$ cat src/rtl/card_lane_pkg.sv
package card_lane_pkg;

    // Transfer width selected by the two card enables: {high active, low active}
    typedef enum logic [1:0] {
        LM_IDLE = 2'b00,
        LM_LO8  = 2'b01,
        LM_HI8  = 2'b10,
        LM_W16  = 2'b11
    } lane_mode_e;

    // Per-access lane decision
    typedef struct packed {
        logic even_sel;
        logic odd_sel;
        logic lo_oe;
        logic hi_oe;
        logic lo_from_odd;
        logic odd_from_lo;
    } lane_ctl_t;

    function automatic lane_mode_e mode_of(input logic ce_lo_n, input logic ce_hi_n);
        return lane_mode_e'({~ce_hi_n, ~ce_lo_n});
    endfunction

    function automatic logic is_read(input lane_mode_e m, input logic oe_n, input logic we_n);
        return (m != LM_IDLE) && !oe_n && we_n;
    endfunction

    function automatic logic is_write(input lane_mode_e m, input logic we_n);
        return (m != LM_IDLE) && !we_n;
    endfunction

endpackage

$ cat src/rtl/card_lane_steer.sv
module card_lane_steer
    import card_lane_pkg::*;
(
    input  lane_mode_e mode,
    input  logic       a0,
    input  logic       common,
    input  logic       rd,
    input  logic       wr,
    input  logic       wp,
    output lane_ctl_t  ctl,
    output logic       wr_ok
);

    always_comb begin
        ctl = '0;
        unique case (mode)
            LM_LO8: begin
                ctl.even_sel    = !a0;
                ctl.odd_sel     = a0;
                ctl.lo_oe       = rd;
                ctl.lo_from_odd = a0 && common;
                ctl.odd_from_lo = a0;
            end
            LM_HI8: begin
                ctl.odd_sel = 1'b1;
                ctl.hi_oe   = rd;
            end
            LM_W16: begin
                ctl.even_sel = 1'b1;
                ctl.odd_sel  = 1'b1;
                ctl.lo_oe    = rd;
                ctl.hi_oe    = rd;
            end
            default: ctl = '0;
        endcase
    end

    assign wr_ok = wr && !wp;

endmodule

$ cat src/rtl/card_bank_sel.sv
module card_bank_sel #(
    parameter int ADDR_W  = 23,
    parameter int DEV_AW  = 18,
    parameter int NUM_DEV = 4
) (
    input  logic [ADDR_W-1:0]  addr,
    input  logic               en_even,
    input  logic               en_odd,
    output logic [NUM_DEV-1:0] even_n,
    output logic [NUM_DEV-1:0] odd_n
);

    localparam int SEL_W   = (NUM_DEV > 1) ? $clog2(NUM_DEV) : 1;
    localparam int SEL_LSB = DEV_AW + 1;

    logic [SEL_W-1:0] dev_idx;

    // Masking with the device count drops every bit above the populated range
    assign dev_idx = SEL_W'((addr >> SEL_LSB) & ADDR_W'(NUM_DEV - 1));

    for (genvar i = 0; i < NUM_DEV; i++) begin : g_dev
        assign even_n[i] = !(en_even && (dev_idx == SEL_W'(i)));
        assign odd_n[i]  = !(en_odd  && (dev_idx == SEL_W'(i)));
    end

endmodule

$ cat src/rtl/card_lane_decoder.sv
module card_lane_decoder
    import card_lane_pkg::*;
#(
    parameter int ADDR_W  = 23,
    parameter int DEV_AW  = 18,
    parameter int NUM_DEV = 4,
    parameter int ATTR_AW = 12
) (
    input  logic               clk,
    input  logic               rst,
    input  logic               host_space_n,
    input  logic               host_ce_lo_n,
    input  logic               host_ce_hi_n,
    input  logic               host_oe_n,
    input  logic               host_we_n,
    input  logic               wp_on,
    input  logic [ADDR_W-1:0]  host_addr,
    output logic [NUM_DEV-1:0] even_cs_n,
    output logic [NUM_DEV-1:0] odd_cs_n,
    output logic [DEV_AW-1:0]  mem_addr,
    output logic               mem_oe_n,
    output logic               mem_we_n,
    output logic               attr_cs_n,
    output logic               attr_we_n,
    output logic [ATTR_AW-1:0] attr_addr,
    output logic               buf_lo_oe,
    output logic               buf_hi_oe,
    output logic               buf_lo_from_odd,
    output logic               buf_odd_from_lo
);

    lane_mode_e mode;
    lane_ctl_t  ctl;
    logic       rd, wr, wr_ok, common, acc;
    logic [NUM_DEV-1:0] even_d, odd_d;

    assign mode   = mode_of(host_ce_lo_n, host_ce_hi_n);
    assign rd     = is_read(mode, host_oe_n, host_we_n);
    assign wr     = is_write(mode, host_we_n);
    assign common = host_space_n;

    card_lane_steer u_steer (
        .mode   (mode),
        .a0     (host_addr[0]),
        .common (common),
        .rd     (rd),
        .wr     (wr),
        .wp     (wp_on),
        .ctl    (ctl),
        .wr_ok  (wr_ok)
    );

    assign acc = rd || wr_ok;

    card_bank_sel #(
        .ADDR_W  (ADDR_W),
        .DEV_AW  (DEV_AW),
        .NUM_DEV (NUM_DEV)
    ) u_bank (
        .addr    (host_addr),
        .en_even (common && acc && ctl.even_sel),
        .en_odd  (common && acc && ctl.odd_sel),
        .even_n  (even_d),
        .odd_n   (odd_d)
    );

    always_ff @(posedge clk) begin
        if (rst) begin
            even_cs_n       <= '1;
            odd_cs_n        <= '1;
            mem_addr        <= '0;
            mem_oe_n        <= 1'b1;
            mem_we_n        <= 1'b1;
            attr_cs_n       <= 1'b1;
            attr_we_n       <= 1'b1;
            attr_addr       <= '0;
            buf_lo_oe       <= 1'b0;
            buf_hi_oe       <= 1'b0;
            buf_lo_from_odd <= 1'b0;
            buf_odd_from_lo <= 1'b0;
        end else begin
            even_cs_n       <= even_d;
            odd_cs_n        <= odd_d;
            mem_addr        <= host_addr[DEV_AW:1];
            mem_oe_n        <= !(common && rd);
            mem_we_n        <= !(common && wr_ok);
            attr_cs_n       <= !(!common && acc && ctl.even_sel);
            attr_we_n       <= !(!common && wr_ok && ctl.even_sel);
            attr_addr       <= host_addr[ATTR_AW:1];
            buf_lo_oe       <= ctl.lo_oe;
            buf_hi_oe       <= ctl.hi_oe;
            buf_lo_from_odd <= ctl.lo_from_odd;
            buf_odd_from_lo <= ctl.odd_from_lo;
        end
    end

    // standby leaves everything quiet one cycle later
    a_r6_standby_quiet: assert property (@(posedge clk) disable iff (rst)
        $past(host_ce_lo_n && host_ce_hi_n) |->
            (&even_cs_n) && (&odd_cs_n) && attr_cs_n && !buf_lo_oe && !buf_hi_oe);

    // a lane drives toward the host only after a genuine read strobe
    a_r7_lane_needs_read: assert property (@(posedge clk) disable iff (rst)
        (buf_lo_oe || buf_hi_oe) |->
            $past(!host_oe_n && host_we_n && !(host_ce_lo_n && host_ce_hi_n)));

    // attribute and common selects never coexist
    a_r8_space_exclusive: assert property (@(posedge clk) disable iff (rst)
        !attr_cs_n |-> (&even_cs_n) && (&odd_cs_n) && mem_oe_n && mem_we_n);

    // attribute write strobe only when the even byte was addressed
    a_r9_attr_even_only: assert property (@(posedge clk) disable iff (rst)
        !attr_we_n |-> $past(!host_ce_lo_n && (!host_ce_hi_n || !host_addr[0])));

    // protection blocks every write strobe
    a_r10_wp_blocks_write: assert property (@(posedge clk) disable iff (rst)
        $past(wp_on) |-> mem_we_n && attr_we_n);

    // at most one device per bank
    a_r11_one_device: assert property (@(posedge clk) disable iff (rst)
        $onehot0(~even_cs_n) && $onehot0(~odd_cs_n));

endmodule

$ cat config.mk
export PLATFORM = sky130hd
export DESIGN_NAME = card_lane_decoder
export DESIGN_NICKNAME = d
export VERILOG_FILES = /design/src/rtl/card_lane_pkg.sv /design/src/rtl/card_lane_steer.sv /design/src/rtl/card_bank_sel.sv /design/src/rtl/card_lane_decoder.sv
export SDC_FILE = /design/constraint.sdc
export NUM_CORES = 1
export LEC_CHECK = 0
export CAP_MARGIN = 20
export CORE_MARGIN = 3
export CORE_UTILIZATION = 50
export CTS_CLUSTER_DIAMETER = 80
export DETAILED_ROUTE_END_ITERATION = 7
export DONT_BUFFER_PORTS = 1
export SLEW_MARGIN = 20
export SYNTH_ARGS = -nofsm -noshare
export SYNTH_HDL_FRONTEND = slang
export SYNTH_SLANG_ARGS = --single-unit
$ cat constraint.sdc
create_clock -name clk -period 0.8 [get_ports clk]
set_input_delay 0.04 -clock clk [delete_from_list [all_inputs] [get_ports clk]]
set_output_delay 0.04 -clock clk [all_outputs]
set_load 0.01 [all_outputs]
==> summary.md <==
| Metric | Value |
|---|---|
| Least-Margin Pin Slew | 0.3357 ns |
| First-pass GRT wire length | 3105 um |
| Yosys cell types | 18 |
| Total gr overflow | 0 |
| Period utilization | 0.9692 |
| Die height | 53.01 um |
| Crit-path max FO | 26 |
| Rel. slew slack | 0.7758 |
| Post-Syn Area | 1105 um^2 |
| Largest family of logic cells by synthesized area | simple AND/OR/NAND/NOR gates |
| Detailed Route Iter0 Violations | 10 |
| Initial antenna violation count | 0 |
| Post-DP HPWL | 1378 um |
| Syn Nets | 126 |
| Fin Hold WS | -0.1941 ns |
| Area of the multi-input gates | about 320 um^2 |
| Clk Tree Root Cell | clkbuf_4 |
| Core footprint | 2022 um^2 |
| Antenna Nets Post-Route | 0 |
| Status | finished with violations |
| CTS sink cnt | 34 |
| Diodes inserted | 0 |
| Maximum VDD drop | 1572 uV |
| Post-synth top area cell | dfxtp_1 |
| Vias per cell | 5.289 |
| Nets | roughly 150 |
| DR WL/cell | between 15 and 20 um |
| Die X | 53.01 um |
| CP arrival | 1.05 ns |
| P_leak | 0.5545 nW |
| CTS Buf Count | 5 |
| CTS Buffer Depth | 2 |
| Violated checks | hold timing |
| Register area share after synthesis | 0.6161 |
| Adder-Cell Fraction of Synth Area | 0 |
| FILL cells | 159 |
| Fmax | approximately 1300 MHz |
| Largest net degree at the start of global routing | 27 |
| Vias in the first global route | about 730 |
| Final setup viols | 0 |
| Worst-path clk slew | 0.10 ns |
| Fin util | 0.6918 |
| Post-Syn Area per Cell | 11.63 um^2 |
| Initial Util | 0.5464 |
| Synth Area in Simple Gates | 0.2163 |
| EDFF count, synth | 0 |
| Area Growth Syn to Fin | 26.61% |
| Synth Area in Compound Gates | 0.04983 |
| Cell Pwr Density | 2123 nW/um^2 |
| DRC Markers | 0 |
| Xor and xnor area share after synthesis | 0 |
| Seq. cell area | 718.2 um^2 |
| Synthesis Warnings | 0 |
| Row count | 16 |
| Final hold vios | 10 |
| Finished Layout Cells | ~140 |
| Max-Cap Viols | 0 |
| Hold Path Class | input port to flop |
| Max-slew violation count | 0 |
| Unrepaired setup endpoints after global routing | true |
| Type of origin of the critical path | input port |
| Synth top area cells | dfxtp_1, nor2b_1, buf_4, o2111ai_1, nand4_1 |
| CTS tree | done |
| Top-count cell post-synth | dfxtp_1 |
| Seq cells post-synth | 34 |
| Crit path time final | 0.7754 ns |
| # IOs | 77 |
| Share of cells above drive strength 1 | 0.2261 |
| Port Buf Inserts | 0 |
| Total length of routed wires | 2169 um |
| Die area | 2810 um^2 |
| Cells after Synth | 95 |
| Htree depth | 2 |
| Share of the synthesized area in the top cell type | 0.6161 |
| CP Capture Type | flop |
| Mux cell area share after synthesis | 0.02039 |
| Post-CTS Hold Fix Bufs | 26 |
| Commonest cells post-synth | dfxtp_1, nor2b_1, buf_4, nand4_1 |
| Top FF cell, synth | dfxtp_1 |
| Crit path kind | input port to flop |
| FFs w/ async S/R, synth | 0 |
| Global Route Usage Sum | 0.1628 |
| Worst path required time | 1.08 ns |
| 1st-pass router iterations | 4 |
| Setup TNS | 0 ns |
| Placed cell count | 108 |
| GPL Wtd Cong | between 0.6 and 0.7 |
| Via count | 751 |
| Postcts setup bufs | 0 |
kinds of logic after synthesis:
family / Yosys count
compound gates: 6
buf+inv: 16
flops: 34
mux: 1
simple gates: 38
sequential cells by signal (all words and copies together) (netlist names):
register and flops:
buf_lo_from_odd 1, attr_cs_n 1, buf_lo_oe 1, buf_odd_from_lo 1
odd_cs_n 4, mem_we_n 1, even_cs_n 4, mem_addr 18
attr_we_n 1, buf_hi_oe 1, mem_oe_n 1
metal layers:
layer  vias up  global-route usage  wire length, um
met5         -                   0                0
met4         0             0.08085               42
met3         8              0.1268              315
met2        51              0.2872             1082
met1       342              0.1257              728
li1        350                   -                -
layout by cell type (no fill, tap or decap):
cell type / count
dlygate4sd3_1: 26
dfxtp_1: 20
nor2b_1: 19
dfxtp_4: 8
dfxtp_2: 6
nand4_1: 5
clkbuf_4: 5
o2111ai_1: 4
nor2_1: 4
nand2_1: 4
inv_1: 2
mux2i_4: 1
a21oi_1: 1
nor3b_2: 1
and3b_1: 1
nand4b_1: 1
a2111oi_2: 1
or3b_4: 1
nor4b_2: 1
nor3_1: 1
clkbuf_8: 1
clkinv_2: 1
clkbuf_1: 1
timing repair:
item / in CTS / in global routing
setup endpoints to repair: 24 / 22
resized for setup: 12 / 11
endpoints found under the hold margin: 34 / 10
cloned: 0 / 0
where the power goes:
group | total, W | leakage, nW | switching [W] | internal, W
logic | 0.000186 | 0.233 | 0.0000605 | 0.000126
registers | 0.00183 | 0.286 | 0.0000794 | 0.00175
clock network | 0.000957 | 0.0353 | 0.000532 | 0.000425
total | 0.00297 | 0.555 | 0.000672 | 0.00230
area by class of cell:
class | count | share of cell area
clock inverters | 1 | 0.003578
multi-input cells | 45 | 0.2281
clock buffers | 7 | 0.03936
inverters | 2 | 0.005367
repair buffers | 26 | 0.1860
well taps | 27 | 0.02415
flip-flops and latches | 34 | 0.5134
per-stage QoR:
stage	hold slack, ns	total power, W	setup slack (ns)	instance area, um^2
finish	-0.1941	0.002970	0.02463	1399
global route	-0.2118	0.003124	-0.004916	1399
CTS	-0.2018	0.002998	0.02144	1374
detailed placement	0.1152	0.001971	0.1356	1039
global placement	0.1146	0.001966	0.1510	1039
floorplan	0.1114	0.002005	0.1933	1105
worst paths after layout:
path | start | to | slack [ns] | cells after the start
setup / recovery | rst | buf_lo_oe | 0.02 | 3
hold / removal | host_space_n | attr_cs_n | -0.19 | 2
critical path: stages:
cell	delay, ns
or3b_4	0.38
nor2_1	0.09
dlygate4sd3_1	0.54
No activity file was read; power rests on OpenSTA's default activity.
